===== src/rtl/dac_pkg.sv =====
package dac_pkg;

   // Fault codes, listed in order of decreasing priority.
   typedef enum logic [1:0] {
      FLT_NONE   = 2'd0,
      FLT_TAG    = 2'd1,
      FLT_BOUNDS = 2'd2,
      FLT_ABSENT = 2'd3
   } fault_e;

   // Addressing modes held in the descriptor.
   typedef enum logic [1:0] {
      MODE_WORD = 2'd0,
      MODE_CH4  = 2'd1,
      MODE_CH6  = 2'd2,
      MODE_CH8  = 2'd3
   } mode_e;

endpackage


===== src/rtl/dac_field_decode.sv =====
// Splits the descriptor into its fields and ranks the faults.
module dac_field_decode #(
   parameter int WORD_W = 48,
   parameter int TAG_W  = 3,
   parameter int ADDR_W = 20,
   parameter int LEN_W  = 20,
   parameter logic [TAG_W-1:0] DESC_TAG = 3'd5
) (
   input  logic [TAG_W-1:0]  tag,
   input  logic [WORD_W-1:0] word,
   input  logic [LEN_W-1:0]  idx,
   output logic [ADDR_W-1:0] base,
   output dac_pkg::mode_e    mode,
   output dac_pkg::fault_e   fault
);
   localparam int LEN_LSB  = ADDR_W;
   localparam int PRES_BIT = ADDR_W + LEN_W;
   localparam int MODE_LSB = PRES_BIT + 1;
   localparam int USED_W   = MODE_LSB + 2;

   logic [LEN_W-1:0] length;
   logic             present;

   assign base    = word[ADDR_W-1:0];
   assign length  = word[LEN_LSB +: LEN_W];
   assign present = word[PRES_BIT];
   assign mode    = dac_pkg::mode_e'(word[MODE_LSB +: 2]);

   generate
      if (USED_W < WORD_W) begin : g_spare
         logic spare_unused;
         assign spare_unused = ^word[WORD_W-1:USED_W];
      end
   endgenerate

   always_comb begin
      if (tag != DESC_TAG)
         fault = dac_pkg::FLT_TAG;
      else if (idx >= length)
         fault = dac_pkg::FLT_BOUNDS;
      else if (!present)
         fault = dac_pkg::FLT_ABSENT;
      else
         fault = dac_pkg::FLT_NONE;
   end
endmodule


===== src/rtl/dac_lane_split.sv =====
// Turns an element index into a word offset and a character lane.
module dac_lane_split #(
   parameter int WORD_W = 48,
   parameter int LEN_W  = 20,
   parameter int LANE_W = 4
) (
   input  logic [LEN_W-1:0]  idx,
   input  dac_pkg::mode_e    mode,
   output logic [LEN_W-1:0]  offset,
   output logic [LANE_W-1:0] lane
);
   logic [LEN_W-1:0]  off_m  [4];
   logic [LANE_W-1:0] lane_m [4];

   assign off_m[0]  = idx;
   assign lane_m[0] = '0;

   // Modes 1..3: characters of 4, 6 and 8 bits.
   for (genvar m = 1; m < 4; m++) begin : g_char
      localparam int CH_BITS = 2 * m + 2;
      localparam int CPW     = WORD_W / CH_BITS;
      assign off_m[m]  = idx / LEN_W'(CPW);
      assign lane_m[m] = LANE_W'(idx % LEN_W'(CPW));
   end

   assign offset = off_m[mode];
   assign lane   = lane_m[mode];
endmodule


===== src/rtl/dac_addr_gen.sv =====
// Adds the word offset to the segment base, wrapping at the address width.
module dac_addr_gen #(
   parameter int ADDR_W = 20,
   parameter int LEN_W  = 20
) (
   input  logic [ADDR_W-1:0] base,
   input  logic [LEN_W-1:0]  offset,
   output logic [ADDR_W-1:0] addr
);
   assign addr = base + ADDR_W'(offset);
endmodule


===== src/rtl/dac_top.sv =====
module dac_top #(
   parameter int WORD_W = 48,
   parameter int TAG_W  = 3,
   parameter int ADDR_W = 20,
   parameter int LEN_W  = 20,
   parameter logic [TAG_W-1:0] DESC_TAG = 3'd5,
   parameter int LANE_W = $clog2(WORD_W / 4)
) (
   input  logic              clk,
   input  logic              rst_n,
   input  logic              req_valid,
   input  logic [TAG_W-1:0]  desc_tag,
   input  logic [WORD_W-1:0] desc_word,
   input  logic [LEN_W-1:0]  index,
   output logic              rsp_valid,
   output logic [1:0]        rsp_fault,
   output logic [ADDR_W-1:0] rsp_addr,
   output logic [LANE_W-1:0] rsp_lane
);
   localparam int USED_W = ADDR_W + LEN_W + 3;

   initial begin
      if (WORD_W % 24 != 0)
         $fatal(1, "WORD_W must hold a whole number of 4, 6 and 8 bit characters");
      if (USED_W > WORD_W)
         $fatal(1, "descriptor fields do not fit in WORD_W");
      if ((1 << LANE_W) < WORD_W / 4)
         $fatal(1, "LANE_W too narrow for the 4 bit character count");
   end

   logic [ADDR_W-1:0] base;
   dac_pkg::mode_e    mode;
   dac_pkg::fault_e   fault;
   logic [LEN_W-1:0]  offset;
   logic [LANE_W-1:0] lane;
   logic [ADDR_W-1:0] addr;

   dac_field_decode #(
      .WORD_W(WORD_W), .TAG_W(TAG_W), .ADDR_W(ADDR_W),
      .LEN_W(LEN_W), .DESC_TAG(DESC_TAG)
   ) u_decode (
      .tag(desc_tag), .word(desc_word), .idx(index),
      .base(base), .mode(mode), .fault(fault)
   );

   dac_lane_split #(
      .WORD_W(WORD_W), .LEN_W(LEN_W), .LANE_W(LANE_W)
   ) u_split (
      .idx(index), .mode(mode), .offset(offset), .lane(lane)
   );

   dac_addr_gen #(
      .ADDR_W(ADDR_W), .LEN_W(LEN_W)
   ) u_addr (
      .base(base), .offset(offset), .addr(addr)
   );

   always_ff @(posedge clk or negedge rst_n) begin
      if (!rst_n) begin
         rsp_valid <= 1'b0;
         rsp_fault <= '0;
         rsp_addr  <= '0;
         rsp_lane  <= '0;
      end else begin
         rsp_valid <= req_valid;
         if (req_valid) begin
            rsp_fault <= fault;
            if (fault == dac_pkg::FLT_NONE) begin
               rsp_addr <= addr;
               rsp_lane <= lane;
            end else begin
               rsp_addr <= '0;
               rsp_lane <= '0;
            end
         end
      end
   end
endmodule


===== config.mk =====
export PLATFORM = sky130hd
export DESIGN_NAME = dac_top
export DESIGN_NICKNAME = d
export VERILOG_FILES = /design/src/rtl/dac_pkg.sv /design/src/rtl/dac_field_decode.sv /design/src/rtl/dac_lane_split.sv /design/src/rtl/dac_addr_gen.sv /design/src/rtl/dac_top.sv
export SDC_FILE = /design/constraint.sdc
export NUM_CORES = 1
export LEC_CHECK = 0
export BUFFER_PORTS_ARGS = -buffer_cell sky130_fd_sc_hd__buf_2
export CAP_MARGIN = 30
export CORE_MARGIN = 5
export CORE_UTILIZATION = 45
export DETAILED_ROUTE_END_ITERATION = 10
export PLACE_DENSITY_LB_ADDON = 0.2
export SLEW_MARGIN = 10
export SYNTH_ARGS = -nofsm -noshare
export SYNTH_HDL_FRONTEND = slang
export SYNTH_HIERARCHICAL = 1
export SYNTH_SLANG_ARGS = --single-unit

===== constraint.sdc =====
create_clock -name clk -period 0.83 [get_ports clk]
set_input_delay 0.083 -clock clk [delete_from_list [all_inputs] [get_ports clk]]
set_output_delay 0.083 -clock clk [all_outputs]
set_load 0.03 [all_outputs]

# --- Word level (Yosys, flattened, before mapping) ---
# Index checks and enable logic that the tools add are counted.
totals:
  regBits: 27
  output_inout_bits: 27
  word_cells: 25
classes:
  n_addsub: 1
  n_div: 4
  order_cmp: 2
  eq_ne: 1
  muxes: 11
  bitwise: 1
  reduce_logical: 1
op_table:
  columns: ["operator", "count"]
  rows:
  - ["$mux W20", 3]
  - ["$bmux W20 S2", 1]
  - ["$add A20 B20 Y20", 1]
  - ["$div A20 B3 Y20 const B", 1]
  - ["$div A20 B4 Y20 const B", 1]
  - ["$ge A20 B20 Y1", 1]
  - ["$mod A20 B3 Y20 const B", 1]
  - ["$mod A20 B4 Y20 const B", 1]
  - ["$mux W4", 3]
  - ["$bmux W4 S2", 1]
  - ["$mux W2", 3]
  - ["$ge A3 B3 Y1 const B", 1]
  - ["$ne A3 B3 Y1 const B", 1]
  - ["$not A2 Y3", 1]
  - ["$logic_not A2 Y1", 1]

# --- Longest topological paths before layout ---
# Gate-level depths: netlist of run 1.
depth:
  word_depth: 6
  depth_mapped: 30
  mapped_depth_nobuf: 24

# --- Cells and area by module ---
# Netlist of run 1, hierarchy kept.
modules_own_cells:
  columns: ["module", "n_inst", "cells_per_inst", "area_per_inst_um2", "seq_area_each_um2"]
  rows:
  - ["dac_lane_split", 1, 406, 2388.5, 0.0]
  - ["dac_top", 1, 111, 1246.2, 675.6]
  - ["dac_addr_gen", 1, 132, 1001.0, 0.0]
  - ["dac_field_decode", 1, 97, 689.4, 0.0]

# --- Worst setup path before layout of run 1 ---
# Ideal clock, no wire load.
synth_path:
  path_kind: "in2reg"
  start: "in index[14]"
  end: "reg rsp_addr[12]"
  setup_ps: 80
  t_arrival_ps: 6008
  setup_slack_ps: -5258
  cell_stages: 27
  cell_sequence: "buf_2 -> or4_1 -> a21oi_1 -> o22ai_1 -> and3_1 -> buf_6 -> mux2_4 -> a311o_1 -> and2_1 -> buf_6 -> a221oi_2 -> o221ai_2 -> or2_1 -> buf_6 -> a221o_1 -> o31a_1 -> mux4_2 -> o21bai_1 -> ha_1 -> fa_1 -> a211oi_1 -> o21ai_1 -> and2_4 -> a311oi_2 -> xnor2_1 -> nand2_1 -> o22ai_2"
synth_via:
  elab_chain_cells: 6
synth_rtl:
  columns: ["element", "line_no", "text"]
  rows:
  - ["start, declared", "dac_top.sv:14", "input logic [LEN_W-1:0] index,"]
  - ["$div A20 B3 Y20 or $div A20 B4 Y20 (tied branches)", "dac_lane_split.sv:22", "assign off_m[m] = idx / LEN_W'(CPW);"]
  - ["$bmux W20 S2 *", "dac_lane_split.sv:26", "assign offset = off_m[mode];"]
  - ["$mux W20 (implied by the code) * (2 in a row)", "dac_lane_split.sv:26", null]
  - ["net offset[0]", "dac_top.sv:34", "logic [LEN_W-1:0] offset;"]
  - ["$add A20 B20 Y20 *", "dac_addr_gen.sv:10", "assign addr = base + ADDR_W'(offset);"]
  - ["net addr[12]", "dac_top.sv:36", "logic [ADDR_W-1:0] addr;"]
  - ["$mux W20 *", "dac_top.sv:68", "if (fault == dac_pkg::FLT_NONE) begin"]
  - ["end signal, assigned", "dac_top.sv:69", "rsp_addr <= addr;"]
  - ["end, declared", "dac_top.sv:17", "output logic [ADDR_W-1:0] rsp_addr,"]
# The timed path passes the listed nets; every way through them passes the cells marked *. The select of a mux whose other input is x is not followed.
# A chain may end at the register's enable or synchronous reset.

# --- Final worst setup path of run 1 ---
# Same ends and word-level chain as after synthesis.

==> run summary, run 1 <==
vias per cell: 5.94
P&R area growth vs syn: 59.4%
Netlist cell types: 82
TNS Setup: -106.70 ns
CTS tree: done
Yosys Warn Count: 6
syn avg cell area: 7.14 µm²
initial antenna violation count: 0
Worst Path Arrival: 5.80 ns
# DRC: 0
worst min-delay path class: primary input to flop
#FFs+latches synth: 27
Num CTS Buffers: 3
Setup CP Type: primary input to flop
Non-Filler Instances: 1159
1st-iter DRT viols: 602
ys async rst share: 100%
core area: 0.0115 mm²
Congestion Overflow GR: 0
Reg2Reg Launch Point: rsp_addr[4]$_DFFE_PN0P_
clk root buf: clkbuf_16
initial core utilization: 46.2%
share of post-route cells with drive strength above 1: 46.9%
Routed WL: 19.3 mm
setup violators final: 53
Post-Route Utilization: 73.7%
synthesized netlist cell count: 746
fin nets: 1132
P per Cell Area: 1140 mW/mm²
row cnt: 39
final hold violations: 0
I/O pin cnt: 101
WL/cell: 16.6 µm
Critical R2R Capture: rsp_addr[4]$_DFFE_PN0P_
clk_lat worst skew: 0.26 ns
Worst-Margin Slew: 0.561 ns
Post-synth EDFFs: 0
CP Data Required Time: 1.02 ns
Antenna Nets Post-Route: 0
gpl congestion: 0.892
Die X: 119 µm
largest net degree at the start of global routing: 33
crit end category: flop
CTS max path bufs: 2
Netlist Area Pre-Place: 0.00533 mm²
R2R depth: 3
hold depth: 1
crit path max-delay cell type: mux4_2
slew margin rel.: 62.1%
Tmin final: 5.61 ns
failing checks: negative setup slack
final period utilization: 676%
hpwl dp: 13.8 mm
Clock transition at path regs: 0.06 ns
port bufs: 95
pre-CTS WS: -5.18 ns
Clock Skew: 0 ns
die height: 119 µm
via count: 6885
RSZ-0062 raised after global routing: true
placed cells: 1111
crit-path max cell delay: 0.47 ns
internal reg-to-reg setup slack: 0.02 ns
hold worst-path end: rsp_valid$_DFF_PN0_
Power Total: 9.67 mW
startpoint class of the critical path: primary input
status: complete, but fails checks
vias in the first global route: 6853
number of max-cap violations: 0
Final Slew Violations: 0
ys flop type: dfrtp_1
Peak supply drop: 0.00118 V
worst-path fanout max: 10
GRT Total Usage: 25.6%
hold path start: req_valid
fmax: 178 MHz
Bufs and invs on worst path: 2
post-synthesis sequential area ratio: 12.7%
TritonRoute pass-1 iters: 5
CTS sink count: 27
die footprint: 0.0141 mm²
H-Tree Level Count: 1
Final WS setup: -4.78 ns
leak pwr: 3.91 nW
first-pass GRT wire length: 31.2 mm
Syn Nets: 861
CP top delay family: compound AO/OA/AOI/OAI gates
number of antenna diodes: 0
final cells by class:
| type | count | area (µm²) |
|---|---|---|
| flip-flops and latches | 27 | 676 |
| multi-input cells | 585 | 4600 |
| fillers | 867 | 3030 |
| repair buffers | 342 | 2730 |
| well taps | 143 | 179 |
| inverters | 58 | 228 |
| clock inverters | 1 | 5.00 |
| clock buffers | 3 | 75.1 |
metrics by stage:
step           hold slack, ns  area [µm²]
2_1_floorplan          -0.213        5550
3_3_place_gp           0.0866        7320
3_5_place_dp           0.0941        7320
4_1_cts                0.0335        8160
5_1_grt                0.0440        8490
6_report               0.0491        8490
logic make-up after synthesis:
| logic type | Yosys count | share of synthesized area, % |
|---|---|---|
| flops | 27 | 12.7 |
| buf+inv | 135 | 12.8 |
| fa+ha+maj | 41 | 9.77 |
| mux | 11 | 2.47 |
| compound gates | 270 | 37.4 |
| simple gates | 242 | 21.6 |
| xor+xnor | 20 | 3.29 |
flip-flops by register name, summed over array words and instances, names as in the netlist:
register and cells:
rsp_lane 4, rsp_valid 1, rsp_addr 20, rsp_fault 2
synth_stat cells (4+ instances only):
cell type | n | area, µm²
nand2_1 | 88 | 330
a21oi_1 | 61 | 305
inv_1 | 55 | 206
nor2_1 | 48 | 180
o21ai_0 | 43 | 215
ha_1 | 40 | 500
clkbuf_1 | 33 | 124
dfrtp_1 | 27 | 676
nand3_1 | 24 | 120
buf_4 | 22 | 165
o22ai_2 | 20 | 250
a211oi_1 | 15 | 113
o22ai_1 | 14 | 87.6
and3_1 | 13 | 81.3
buf_2 | 11 | 55.1
nand2b_1 | 11 | 68.8
nor3_1 | 11 | 55.1
o32ai_1 | 11 | 96.3
xnor2_1 | 11 | 96.3
nand4_1 | 9 | 56.3
xor2_1 | 9 | 78.8
a21o_1 | 8 | 60.1
nor2b_1 | 8 | 50.1
o211ai_1 | 8 | 60.1
o31ai_1 | 8 | 60.1
or3_1 | 7 | 43.8
a211o_1 | 6 | 52.6
a31oi_1 | 6 | 37.5
buf_6 | 6 | 67.6
mux2i_1 | 6 | 60.1
and2_1 | 5 | 31.3
o21ai_1 | 5 | 25.0
a221o_1 | 4 | 40.0
a41oi_1 | 4 | 35.0
o2111ai_1 | 4 | 35.0
o21bai_1 | 4 | 30.0
power breakdown:
part	total (mW)	internal, mW	switching, mW
logic	7.15	3.58	3.57
registers	1.43	1.38	0.0497
clock network	1.09	0.650	0.437
total	9.67	5.61	4.05
routing by layer:
metal	vias to the layer above	track usage, %	wire length (µm)
met4	0	8.25	641
met5	-	0	0
met3	60	2.53	819
met2	243	47.6	9900
li1	3287	-	-
met1	3295	30.8	7910
worst max path at each step:
stage,end,from,cells past startpoint
4_1_cts,rsp_addr[12]$_DFFE_PN0P_,index[19],24
5_1_grt,rsp_addr[12]$_DFFE_PN0P_,index[14],30
6_report,rsp_addr[12]$_DFFE_PN0P_,index[14],26
3_5_place_dp,rsp_addr[12]$_DFFE_PN0P_,index[16],25
3_3_place_gp,rsp_addr[12]$_DFFE_PN0P_,index[16],24
2_1_floorplan,rsp_addr[18]$_DFFE_PN0P_,index[16],27
placed cells by master (no fill, tap or decap), types with 7 or more instances in the layout:
cell type / n
a211oi_1: 8
a21o_1: 8
a21oi_1: 50
a21oi_2: 11
and3_1: 11
buf_2: 62
buf_4: 219
buf_6: 50
dfrtp_1: 27
ha_1: 26
ha_4: 12
inv_1: 45
nand2_1: 84
nand2b_1: 11
nand3_1: 22
nand4_1: 9
nor2_1: 48
nor2b_1: 8
nor3_1: 9
o211ai_1: 8
o21ai_0: 38
o21ai_1: 7
o22ai_1: 8
o22ai_2: 24
o32ai_1: 11
xnor2_1: 8
xor2_1: 7
timing repair:
item / in CTS / in global routing
pin swaps: 54 / 36
hold endpoints to repair: 27 / 0
hold buffers: 1 / 0
gates cloned: 3 / 0
buffers inserted: 26 / 14
gates resized for setup: 133 / 42
endpoints found under the setup margin: 53 / 53
Power figures use the tool's default switching activity.
==> run 2, diff against run 1 <==
- CAP_MARGIN: 30 -> not set
- CORE_ASPECT_RATIO: not set -> 1.25
- CORE_MARGIN: 5 -> 10
==> run 2 against run 1 <==
  * The flow still finishes with violations (negative setup slack)
  * Via count shrank 5.2%
  * Non-clock buffer count shrank 5
  * Worst hold slack gained 0.16 ns
  * Critical endpoint unchanged
  * Register-to-register slack lost 0.02 ns
  * Critical path type unchanged
  * Maximum frequency grew 2.5%
  * Final cell count grew 1.0%
  * First-iteration DRC count shrank 37%
  * Clock skew is the same
==> run summary, run 2 (synthesis gave the netlist of run 1 again) <==
vias per cell: 5.58 (-6.1%)
port bufs: 95 (unchanged)
final hold violations: 0 (unchanged)
clk root buf: clkbuf_16
initial antenna violation count: 0 (unchanged)
RSZ-0062 raised after global routing: true
GRT Total Usage: 21.0% (-4.6 points)
met1 usage: 25.3% (-5.5 points)
fin nets: 1126 (-0.53%)
Antenna Nets Post-Route: 0 (unchanged)
number of antenna diodes: 0 (unchanged)
vias in the first global route: 6339 (-7.5%)
H-Tree Level Count: 1 (unchanged)
grt met2 use: 38.6% (-9.0 points)
P per Cell Area: 1140 mW/mm² (+0.43%)
Peak supply drop: 0.00101 V (-14%)
Layout Cell Area excl Fill: 0.00855 mm² (+0.77%)
most frequent cells in the layout: buf_4, nand2_1, buf_6, buf_2, a21oi_1
Tmin final: 5.48 ns (-0.136 ns)
TritonRoute pass-1 iters: 6 (+1)
core area: 0.0116 mm² (+0.87%)
crit end category: flop
setup violators final: 53 (unchanged)
I/O pin cnt: 101 (unchanged)
Power Total: 9.78 mW (+1.2%)
fmax: 183 MHz (+2.5%)
register area: 676 µm² (unchanged)
slew margin rel.: 56.2% (-6.0 points)
Worst Path Arrival: 5.67 ns (-0.13 ns)
status: complete, but fails checks
number of max-cap violations: 0 (unchanged)
Clock transition at path regs: 0.06 ns (about the same)
Setup CP Type: primary input to flop
Area after DPL: 0.00728 mm² (-0.51%)
TNS Setup: -103.28 ns (+3.41 ns)
CTS sink count: 27 (unchanged)
# DRC: 0 (unchanged)
crit-path max cell delay: 0.47 ns (about the same)
Clock Skew: 0 ns (unchanged)
largest reg by FF count: rsp_addr
Congestion Overflow GR: 0 (unchanged)
clk_lat worst skew: 0.27 ns (about the same)
FILL cells: 909 (+4.8%)
worst min-delay path class: primary input to flop
global routing's busiest layer: met2
WL/cell: 16.5 µm (-0.60%)
gpl congestion: 0.954 (+6.9%)
Routed WL: 19.4 mm (+0.43%)
startpoint class of the critical path: primary input
1st-iter DRT viols: 381 (-37%)
number of flip-flops under the largest register name: 20 (unchanged)
most common cell after layout, fill and taps aside: buf_4
placed cells: 1126 (+1.4%)
initial core utilization: 45.8% (-0.40 points)
Non-Filler Instances: 1171 (+1.0%)
die height: 142 µm (+19%)
leak pwr: 3.90 nW (-0.34%)
hpwl dp: 14.2 mm (+2.5%)
Num CTS Buffers: 3 (unchanged)
first-pass GRT wire length: 29.6 mm (-5.1%)
area occupied by multi-input gates: 0.00470 mm² (+2.1%)
Regs by FF count: rsp_addr: 20 flops, rsp_lane: 4 flops, rsp_fault: 2 flops
P&R area growth vs syn: 60.6%
CTS max path bufs: 2 (unchanged)
row cnt: 44 (+13%)
hold slack: 0.210 ns (+0.161 ns)
Final WS setup: -4.65 ns (+0.136 ns)
Post-Route Utilization: 73.6% (-0.075 points)
die footprint: 0.0166 mm² (+18%)
final period utilization: 660% (-16 points)
pre-CTS WS: -5.04 ns (+0.145 ns)
via count: 6530 (-5.2%)
largest net degree at the start of global routing: 33 (unchanged)
failing checks: negative setup slack
worst-path fanout max: 11 (+1)
met3 Usage GRT: 2.45% (-0.084 points)
share of post-route cells with drive strength above 1: 48.0% (+1.2 points)
crit path max-delay cell type: mux4_2
Die X: 117 µm (-1.3%)
Worst-Margin Slew: 0.641 ns (+0.0800 ns)
CP Data Required Time: 1.02 ns (about the same)
Final Slew Violations: 0 (unchanged)
CTS tree: done
-- run 2: changes by cell type in the layout (fill, tap and decap cells not counted), sizes merged --
cell | before | now
buf | 341 | 334
clkbuf | 3 | 5
o21a | 3 | 2
-- run 2: cell type report --
cell class,count,area share (%)
sequential,27,7.90
multi-input combinational,584,54.9
clock buffer,3,0.878
tap,161,2.35
timing repair buffer,337,31.3
inverter,58,2.66
clock inverter,1,0.0585
-- run 2: final timing paths --
check | from | to | slack, ns | depth (start not counted)
setup / recovery | index[14] | rsp_addr[12]$_DFFE_PN0P_ | -4.65 | 25
hold / removal | req_valid | rsp_fault[0]$_DFFE_PN0P_ | 0.21 | 2
setup reg to reg | rsp_addr[3]$_DFFE_PN0P_ | rsp_addr[3]$_DFFE_PN0P_ | 0 | 3
hold reg to reg | rsp_addr[17]$_DFFE_PN0P_ | rsp_addr[17]$_DFFE_PN0P_ | 0.55 | 2
max in group asynchronous | rst_n | rsp_addr[10]$_DFFE_PN0P_ | 0.25 | 2
min in group asynchronous | rst_n | rsp_addr[7]$_DFFE_PN0P_ | 0.31 | 2
-- run 2: repair_timing --
| item | in CTS | in global routing |
|---|---|---|
| gates resized for setup | 143 | 65 |
| endpoints found under the setup margin | 53 | 80 |
| gates cloned | 1 | 2 |
| hold endpoints to repair | 27 | 0 |
| hold buffers | 1 | 0 |
| buffers inserted | 27 | 18 |
| pin swaps | 48 | 40 |
-- run 2: routing by layer --
metal	vias up	part of all wire, %
met5	-	0
met4	0	1.6
met3	21	4.9
met2	179	53
met1	3071	41
li1	3259	-
-- run 2: where the power goes --
| group | switching (mW) | internal, mW | leakage [nW] | total [mW] |
|---|---|---|---|---|
| clock network | 0.480 | 0.652 | 0.0409 | 1.13 |
| registers | 0.0571 | 1.38 | 0.366 | 1.44 |
| logic | 3.56 | 3.66 | 3.49 | 7.21 |
-- run 2: worst max-delay path: cells and delay by family --
family          cells  cell delay (ns)
mux                 2             0.78
xor+xnor            1             0.14
buf+inv             2             0.31
fa+ha+maj           2             0.57
simple gates        6             1.39
compound gates     12             2.41
==> run 3, diff against run 2 <==
- BUFFER_PORTS_ARGS: -buffer_cell sky130_fd_sc_hd__buf_2 -> -buffer_cell sky130_fd_sc_hd__buf_4
==> run 3 against run 2 <==
  * Non-clock buffer count is 3 lower
  * Clock skew stayed put
  * First-iteration DRC count is 0.79% lower
  * Sequential cell count stayed put
  * Clock-buffer cell count stayed put
  * Core utilization is 1.4 points higher
  * The flow still finishes with violations (negative setup slack)
  * Critical path depth stayed put
  * Total power is 2.1% higher
==> run summary, run 3 (synthesis gave the netlist of run 1 again) <==
Area after DPL: 0.00745 mm² (+2.4%)
crit-path max cell delay: 0.54 ns (+0.07 ns)
hold slack: 0.189 ns (-0.0209 ns)
Congestion Overflow GR: 0 (unchanged)
Die X: 117 µm (unchanged)
clk root buf: clkbuf_16
TNS Setup: -105.19 ns (-1.90 ns)
pre-CTS WS: -5.22 ns (-0.180 ns)
via count: 6718 (+2.9%)
Routed WL: 19.8 mm (+2.4%)
failing checks: negative setup slack
Layout Cell Area excl Fill: 0.00872 mm² (+1.9%)
GRT Total Usage: 21.8% (+0.76 points)
Critical R2R Capture: rsp_addr[18]$_DFFE_PN0P_
1st-iter DRT viols: 378 (-0.79%)
vias in the first global route: 6450 (+1.8%)
Regs by FF count: rsp_addr: 20 flops, rsp_lane: 4 flops, rsp_fault: 2 flops
crit path max-delay cell type: or4_4
most common cell after layout, fill and taps aside: buf_4
Worst Setup SP: index[16]
clk_lat worst skew: 0.27 ns (about the same)
Clock Skew: 0 ns (unchanged)
initial core utilization: 45.8% (unchanged)
Peak supply drop: 0.00113 V (+12%)
crit end category: flop
Worst Path Arrival: 5.82 ns (+0.15 ns)
number of max-cap violations: 0 (unchanged)
Clock transition at path regs: 0.07 ns (about the same)
Worst-Margin Slew: 0.645 ns (+0.00405 ns)
switching share of total power: 42.0% (+0.19 points)
row cnt: 44 (unchanged)
critical path endpoint: rsp_addr[10]$_DFFE_PN0P_
R2R depth: 3 (unchanged)
Final Slew Violations: 0 (unchanged)
worst min-delay path class: primary input to flop
largest reg by FF count: rsp_addr
Setup CP Type: primary input to flop
Clock power frac: 11.4% (-0.2 points)
initial antenna violation count: 0 (unchanged)
internal reg-to-reg setup slack: -0.02 ns (-0.02 ns)
P per Cell Area: 1150 mW/mm² (+0.17%)
Combinational Power Share: 74.3% (+0.6 points)
Psw: 4.20 mW (+2.6%)
TritonRoute pass-1 iters: 5 (-1)
fmax: 178 MHz (-2.6%)
Tmin final: 5.62 ns (+0.145 ns)
startpoint class of the critical path: primary input
largest net degree at the start of global routing: 33 (unchanged)
H-Tree Level Count: 1 (unchanged)
fin nets: 1123 (-0.27%)
die height: 142 µm (unchanged)
worst-path fanout max: 7 (-4)
Antenna Nets Post-Route: 0 (unchanged)
setup violators final: 53 (unchanged)
I/O pin cnt: 101 (unchanged)
gpl congestion: 0.890 (-6.7%)
CP Data Required Time: 1.02 ns (about the same)
WL/cell: 17.0 µm (+2.7%)
Post-Route Utilization: 75.1% (+1.4 points)
CP top delay family: compound AO/OA/AOI/OAI gates
port bufs: 95 (unchanged)
slew margin rel.: 55.9% (-0.28 points)
hpwl dp: 14.1 mm (-0.48%)
first-pass GRT wire length: 30.7 mm (+3.4%)
die footprint: 0.0166 mm² (unchanged)
final period utilization: 677% (+17 points)
leak pwr: 3.95 nW (+1.4%)
CTS max path bufs: 2 (unchanged)
share of post-route cells with drive strength above 1: 47.6% (-0.45 points)
Num CTS Buffers: 3 (unchanged)
Final WS setup: -4.79 ns (-0.145 ns)
# DRC: 0 (unchanged)
number of antenna diodes: 0 (unchanged)
CTS sink count: 27 (unchanged)
RSZ-0062 raised after global routing: true
most frequent cells in the layout: buf_4, nand2_1, buf_6
Worst path depth: 25 (unchanged)
final hold violations: 0 (unchanged)
Flop pwr share: 14.4% (-0.3 points)
vias per cell: 5.75 (+3.1%)
status: complete, but fails checks
core area: 0.0116 mm² (unchanged)
Reg2Reg Launch Point: rsp_addr[18]$_DFFE_PN0P_
P&R area growth vs syn: 63.7%
Bufs and invs on worst path: 2 (unchanged)
number of flip-flops under the largest register name: 20 (unchanged)
Internal Power: 5.79 mW (+1.8%)
CTS tree: done
==> run 3: cell count changes in the layout (fill, tap and decap cells not counted), sizes merged <==
cell,delta
clkbuf,-2
buf,-1
==> run 3: final cells by class <==
type / instances / area [µm²]
timing repair buffer: 334 / 2850
tap: 161 / 201
fill: 829 / 2900
clock inverter: 1 / 5.00
multi-input combinational: 584 / 4690
inverter: 58 / 228
clock buffer: 3 / 75.1
sequential: 27 / 676
==> run 3: metrics by stage <==
step	power, mW	std cells
after floorplan	5.04	746
after global placement	7.31	1116
after detailed placement	7.41	1116
after CTS	9.26	1148
after global routing	10.6	1168
final	9.99	1168
==> run 3: routing by layer <==
layer	GRT usage, %	vias to the layer above	share of wire [%]
met5	0	-	0
met4	6.65	0	2.6
met3	1.56	41	4.6
met2	39.5	230	52
met1	26.3	3176	41
li1	-	3271	-
==> run 3: power groups by stage <==
stage	Clock [mW]	Sequential [mW]	Combinational, mW
floorplan	0	1.57	3.47
global placement	0	1.44	5.88
detailed placement	0	1.44	5.97
CTS	1.10	1.43	6.72
global route	1.17	1.44	7.98
finish	1.13	1.44	7.42
==> run 3: timing repair <==
item,4_1_cts,5_1_grt
gates cloned,3,1
pin swaps,47,29
buffers inserted,24,22
setup endpoints to repair,53,53
hold buffers,1,0
gates resized for setup,102,62
endpoints found under the hold margin,27,0
==> run 3: how the worst min path moves through the flow <==
stage                         start  cells after the start  slack (ns)                       end
after floorplan               rst_n                      0       -0.21   rsp_addr[0]$_DFFE_PN0P_
after global placement        rst_n                      1      0.0003  rsp_fault[1]$_DFFE_PN0P_
after detailed placement      rst_n                      1       0.006  rsp_fault[1]$_DFFE_PN0P_
after CTS                 req_valid                      2        0.15  rsp_fault[1]$_DFFE_PN0P_
after global routing      req_valid                      2        0.19  rsp_fault[0]$_DFFE_PN0P_
final                     req_valid                      2        0.19  rsp_fault[0]$_DFFE_PN0P_
